### config.mk
export PLATFORM = sky130hd
export DESIGN_NAME = casc_counter
export DESIGN_NICKNAME = d
export VERILOG_FILES = /design/src/rtl/cnt_pkg.sv /design/src/rtl/cnt_ctrl.sv /design/src/rtl/cnt_next.sv /design/src/rtl/cnt_tc.sv /design/src/rtl/casc_counter.sv
export SDC_FILE = /design/constraint.sdc
export NUM_CORES = 1
export LEC_CHECK = 0
export BUFFER_PORTS_ARGS = -buffer_cell sky130_fd_sc_hd__buf_2
export CORE_AREA = 10 10 47 49
export DETAILED_ROUTE_END_ITERATION = 10
export DIE_AREA = 0 0 57 59
export GPL_ROUTABILITY_DRIVEN = 0
export HOLD_SLACK_MARGIN = 0.03
export PLACE_DENSITY_LB_ADDON = 0.08
export SKIP_LAST_GASP = 1
export SLEW_MARGIN = 20
export SYNTH_ARGS = -nofsm -noshare
export SYNTH_HDL_FRONTEND = slang
export SYNTH_SLANG_ARGS = --single-unit
export TNS_END_PERCENT = 1
### constraint.sdc
create_clock -name clk -period 1.8 [get_ports clk]
set_input_delay 0.09 -clock clk [delete_from_list [all_inputs] [get_ports clk]]
set_output_delay 0.09 -clock clk [all_outputs]
set_load 0.005 [all_outputs]
### src/rtl/cnt_pkg.sv
package cnt_pkg;

  typedef enum logic [1:0] {
    OP_HOLD  = 2'd0,
    OP_STEP  = 2'd1,
    OP_LOAD  = 2'd2,
    OP_CLEAR = 2'd3
  } cnt_op_e;

  // Priority: clear over load over counting.
  function automatic cnt_op_e pick_op(input logic clr_n, input logic load_n,
                                      input logic en_a, input logic en_b);
    if (!clr_n)            return OP_CLEAR;
    else if (!load_n)      return OP_LOAD;
    else if (en_a && en_b) return OP_STEP;
    else                   return OP_HOLD;
  endfunction

  // Increment modulo 2**W, written as an explicit wrap.
  function automatic logic [31:0] step_val(input logic [31:0] v, input int w);
    logic [31:0] top;
    top = (32'd1 << w) - 32'd1;
    return (v == top) ? 32'd0 : v + 32'd1;
  endfunction

endpackage

### src/rtl/cnt_ctrl.sv
module cnt_ctrl
  import cnt_pkg::*;
(
  input  logic    clr_n,
  input  logic    load_n,
  input  logic    en_cnt,
  input  logic    en_carry,
  output cnt_op_e op
);
  always_comb op = pick_op(clr_n, load_n, en_cnt, en_carry);
endmodule

### src/rtl/cnt_next.sv
module cnt_next
  import cnt_pkg::*;
#(
  parameter int W = 4
) (
  input  cnt_op_e        op,
  input  logic [W-1:0]   cur,
  input  logic [W-1:0]   din,
  output logic [W-1:0]   nxt
);
  logic [31:0] inc_full;
  always_comb inc_full = step_val(32'(cur), W);

  always_comb begin
    unique case (op)
      OP_CLEAR: nxt = '0;
      OP_LOAD:  nxt = din;
      OP_STEP:  nxt = inc_full[W-1:0];
      default:  nxt = cur;
    endcase
  end
endmodule

### src/rtl/cnt_tc.sv
module cnt_tc #(
  parameter int W = 4
) (
  input  logic [W-1:0] cur,
  input  logic         en_carry,
  output logic         tc
);
  logic [W:0] chain;
  assign chain[0] = en_carry;
  for (genvar i = 0; i < W; i++) begin : g_and
    assign chain[i+1] = chain[i] & cur[i];
  end
  assign tc = chain[W];
endmodule

### src/rtl/casc_counter.sv
module casc_counter
  import cnt_pkg::*;
#(
  parameter int W = 4
) (
  input  logic         clk,
  input  logic         clr_n,
  input  logic         load_n,
  input  logic         en_cnt,
  input  logic         en_carry,
  input  logic [W-1:0] din,
  output logic [W-1:0] q,
  output logic         tc
);
  localparam logic [W-1:0] ALL_ONES = {W{1'b1}};

  cnt_op_e      op_w;
  logic [W-1:0] cnt_q;
  logic [W-1:0] cnt_d;

  cnt_ctrl u_ctrl (
    .clr_n(clr_n), .load_n(load_n), .en_cnt(en_cnt), .en_carry(en_carry), .op(op_w)
  );

  cnt_next #(.W(W)) u_next (
    .op(op_w), .cur(cnt_q), .din(din), .nxt(cnt_d)
  );

  cnt_tc #(.W(W)) u_tc (
    .cur(cnt_q), .en_carry(en_carry), .tc(tc)
  );

  always_ff @(posedge clk) cnt_q <= cnt_d;
  assign q = cnt_q;

  // Checks start only after a clear has defined the count.
  logic [1:0] armed = 2'b00;
  always_ff @(posedge clk) armed <= {armed[0], armed[0] | ~clr_n};

  AST_CLEAR_WINS: assert property (@(posedge clk) disable iff (!armed[1])
    !clr_n |=> q == '0);
  AST_LOAD_TAKES: assert property (@(posedge clk) disable iff (!armed[1])
    (clr_n && !load_n) |=> q == $past(din));
  AST_STEP_ONE: assert property (@(posedge clk) disable iff (!armed[1])
    (clr_n && load_n && en_cnt && en_carry && q != ALL_ONES) |=> q == $past(q) + 1'b1);
  AST_HOLD_IDLE: assert property (@(posedge clk) disable iff (!armed[1])
    (clr_n && load_n && !(en_cnt && en_carry)) |=> $stable(q));
  AST_TC_NEEDS_CARRY: assert property (@(posedge clk) disable iff (!armed[1])
    !en_carry |-> !tc);
  AST_WRAP_ZERO: assert property (@(posedge clk) disable iff (!armed[1])
    (tc && en_cnt && clr_n && load_n) |=> q == '0);
endmodule

After elaboration in Yosys (flattened, before gate mapping)
Index checks and enable logic that the tools add are counted.
{"block": "op_classes", "addsub": 1, "n_eq_ne": 4, "n_mux": 5, "bitwise_logic": 4, "reduce_logical": 2}
{"op": "$pmux W4 S3", "n": 1}
{"op": "$add A4 B1 Y4 const B", "n": 1}
{"op": "$and A1 B1 Y1", "n": 4}
{"op": "$eq A2 B2 Y1 const B", "n": 2}
{"op": "$eq A4 B4 Y1 const B", "n": 1}
{"op": "$mux W2", "n": 2}
{"op": "$mux W4", "n": 1}
{"op": "$reduce_bool A3 Y1", "n": 1}
{"op": "$eq A2 B1 Y1 const B", "n": 1}
{"op": "$logic_and A1 B1 Y1", "n": 1}
{"op": "$mux W1", "n": 1}
{"block": "word_totals", "register_bits": 4, "input_bits": 9, "out_inout_bits": 5, "word_cells": 17}

Logic depth before layout (Yosys ltp)
{"block": "logic_depth", "ltp_word": 6, "depth_mapped": 4}

Hierarchy
From an unflattened synthesis, not the netlist that was laid out.
{"block": "hier_totals", "cells_unflattened": 33, "hier_area_um2": 266.5}
{"module": "cnt_next", "instances": 1, "cells_each": 23, "area_each_um2": 161.4, "seq_area_each_um2": 0.0}
{"module": "casc_counter", "instances": 1, "cells_each": 4, "area_each_um2": 80.1, "seq_area_each_um2": 80.1}
{"module": "cnt_ctrl", "instances": 1, "cells_each": 3, "area_each_um2": 12.5, "seq_area_each_um2": 0.0}
{"module": "cnt_tc", "instances": 1, "cells_each": 3, "area_each_um2": 12.5, "seq_area_each_um2": 0.0}

Least setup slack after synthesis
Ideal clock, no wire load.
{"block": "synth_path", "kind": "register to register", "start": "register cnt_q[0], in the netlist q[0]", "end": "register cnt_q[3], in the netlist q[3], data pin", "arrival_time_ps": 928, "path_slack_ps": 606, "stages_incl_launch_ff": 5, "n_path_buf": 0, "period_less_slack_ps": 1194, "path_cell_list": "edfxtp_1 > ha_1 > a21oi_1 > o211ai_1 > o211ai_2"}
{"block": "synth_via", "elab_chain_len": 3}
{"element": "from (decl)", "line": "casc_counter.sv:18", "text": "logic [W-1:0] cnt_q;"}
{"element": "from (signal assigned)", "line": "casc_counter.sv:33", "text": "always_ff @(posedge clk) cnt_q <= cnt_d;"}
{"element": "$add A4 B1 Y4 / $eq A4 B4 Y1 (equally long branches)", "line": "cnt_pkg.sv:23", "text": "return (v == top) ? 32'd0 : v + 32'd1;"}
{"element": "$mux W4 *", "line": "cnt_pkg.sv:23"}
{"element": "$pmux W4 S3 *", "line": "cnt_next.sv:15", "text": "unique case (op)"}
{"element": "via cnt_d[3]", "line": "casc_counter.sv:19", "text": "logic [W-1:0] cnt_d;"}
Mark *: on every way through the listed nets, which the timed path passes. The rest lies on a longest branch.
A chain may end at the register's enable or synchronous reset.

Worst setup path after layout
Ends and elaborated chain as after synthesis.

==> qor.yml <==
worst_setup_path:
  critPathCaptureType: "flip-flop"
  worst_path_max_delay_cell: "edfxtp_1"
  crit_fanout: 5
  reg2reg_slack_ns: 0.49
  r2r-start: "q[0]"
  critical_path_required_ns: 1.77
  endpoint: "q[3]"
  worst-r2r-cell-count: 4
  worstSetupPathType: "flip-flop to flip-flop"
  crit_start: "q[0]"
  cpPeakStageDelay_ns: 0.42
  crit_path_cell_trace: "ha_1, a21oi_1, o211ai_1, o211ai_2"
  r2r-end: "q[3]"
  cp-start-kind: "flip-flop"
  crit_arrival_ns: 1.28
clock_network:
  cts_max_level: 1
  clkTransAtPathRegs_ns: 0.04
  cts_setup_buffers: 0
  cts_sinks: 4
  clk_latency_ns: 0.24
  ctsResizeCount: 0
  root_buffer: "clkbuf_4"
  clockBufferDepth: 2
  cts-hold-fix-buffers: 0
  cts_made_buffers: 3
  cts_tree: "done"
synth:
  ys_warn_count: 0
  synth_nets: 35
  synth_edf_count: 4
  async_reset_ff_share_pct: 0
  synth_fa_ha_area_share_pct: 4.902
  synth_cell_types: 17
  seq_area_frac_synth_pct: 47.06
  synth-seq-cells: 4
  synthCells: 25
  synth_top_family_by_area: "simple AND/OR/NAND/NOR gates"
  synth_xor_area_share_pct: 3.431
  synthMuxAreaShare_pct: 0
  yosys.area_share.simple_pct: 22.06
  syn_avg_cell_area_um2: 10.21
  synthesis.area_um2: 255.2
  synth_compound_area_share_pct: 21.08
  ys.flop_type: "edfxtp_1"
timing:
  slew_headroom_pct: 78.51
  setup_tns_ns: 0
  hold_slack_ns: 0.1341
  period_minus_slack_ns: 1.311
  finalHoldViolations: 0
  maxSlewViolCount: 0
  clock_skew_ns: 0.001838
  grt_setup_unrepaired: "false"
  worst_pin_slew_ns: 0.3218
  fmax_mhz: 763.0
  post-route-period-util_pct: 72.81
  setup_viol: 0
floorplan:
  start_util_pct: 18.21
  core_mm2: 0.001401
  die_h_um: 59
  die_w_um: 57
  dieArea_mm2: 0.003363
  placementRows: 14
  io_pins: 14
finish:
  final_core_util_pct: 25.89
  synthToLayoutAreaGrowth_pct: 42.16
  largest_reg_flops: 4
  diodes: 0
  nFillCells: 166
  drive_gt1_share_pct: 43.90
  layout.nets: 53
routing:
  dr.pass1.iters: 2
  via_per_inst: 4.404
  vias: 251
  totalWireLength_um: 773
  ant_nets: 0
  drc: 0
  routedWlPerCell_um: 13.56
  drt-initial-drc-count: 1
job:
  cap_violations: 0
grt:
  grt_max_degree: 6
  track_usage_pct: 5.061
  grt_pass1_wl_um: 1235
  antenna_found_initial: 0
  grt.overflow.total: 0
  first_global_vias: 274
pwr:
  power.leakage_nw: 0.1586
  p_per_area_mw_per_mm2: 759.1
  ir_drop_mv: 0.3017
status:
  status: "completed"
placed_design:
  port_buffers: 13
worst_hold_path:
  min_path_type: "input port to flip-flop"
## how the worst min path moves through the flow
stage | start | end | slack, ns | cells after the start
2_1_floorplan | en_carry | tc | 0.27 | 2
3_3_place_gp | din[2] | q[2] | 0.38 | 3
3_5_place_dp | din[3] | q[3] | 0.38 | 3
4_1_cts | din[3] | q[3] | 0.13 | 3
5_1_grt | din[3] | q[3] | 0.14 | 3
6_report | din[3] | q[3] | 0.13 | 3
## critical path: cells and delay by family, from the launching register on
family	cells	cell delay [ns]
DFF	1	0.42
AOI/OAI and AO/OA	3	0.40
adders and majority gates	1	0.24
## synth_stat cells (2+ instances only)
library cell	number	area, um2
nand3_1	2	10.01
a22o_1	2	17.52
edfxtp_1	4	120.1
nand2_1	4	15.01
## metrics by stage
| step | area (um2) | instances | total power [mW] | worst slack [ns] |
|---|---|---|---|---|
| 3_3_place_gp | 340.3 | 54 | 0.1645 | 0.5029 |
| 5_1_grt | 362.8 | 57 | 0.2940 | 0.3919 |
| 3_5_place_dp | 340.3 | 54 | 0.1658 | 0.4967 |
| 2_1_floorplan | 255.2 | 25 | 0.1404 | 0.6058 |
| 4_1_cts | 362.8 | 57 | 0.2820 | 0.4795 |
| 6_report | 362.8 | 57 | 0.2754 | 0.4894 |
## cells by family (layout without fill, tap and decap cells)
group                    Yosys count  in the layout
AND/OR/NAND/NOR                   11             11
AO/OA/AOI/OAI                      7              7
XOR/XNOR                           1              1
flip-flops                         4              4
buffers and inverters              1             17
adder cells (fa/ha/maj)            1              1
## power by group
group	leakage (nW)	internal [mW]	switching, mW
sequential	0.0448	0.112	0.00967
combinational	0.100	0.0210	0.0198
clock	0.0138	0.0747	0.0379
## cell usage in the layout (no fill, tap or decap)
| master | Yosys | routed |
|---|---|---|
| xnor2_1 | 1 | 1 |
| and4_1 | 1 | 1 |
| a22o_1 | 2 | 2 |
| inv_2 | 1 | 1 |
| o211ai_1 | 1 | 1 |
| or3_1 | 1 | 1 |
| o21ai_0 | 1 | 1 |
| edfxtp_1 | 4 | 4 |
| buf_2 | 0 | 13 |
| o211ai_2 | 1 | 1 |
| nand2_1 | 4 | 4 |
| a31oi_1 | 1 | 1 |
| ha_1 | 1 | 1 |
| clkbuf_4 | 0 | 3 |
| nor2_1 | 1 | 1 |
| a21oi_1 | 1 | 1 |
| nand3_1 | 2 | 2 |
| nor2b_1 | 1 | 1 |
| nand4_1 | 1 | 1 |
## metal layers
| layer | vias to the layer above | wire (um) | track usage (%) |
|---|---|---|---|
| li1 | 130 | - | - |
| met1 | 108 | 304 | 4.405 |
| met2 | 11 | 369 | 7.442 |
| met3 | 2 | 92 | 4.936 |
| met4 | 0 | 8 | 3.020 |
| met5 | - | 0 | 0 |
## layout make-up
class	instances	area, um2	share of cell area [%]
Clock buffer	3	22.52	6.207
Multi-Input combinational cell	20	131.4	36.21
Sequential cell	4	120.1	33.10
Inverter	1	3.754	1.034
Tap cell	16	20.02	5.517
Timing Repair Buffer	13	65.06	17.93
Note: power is estimated with default switching activity, not from simulation.
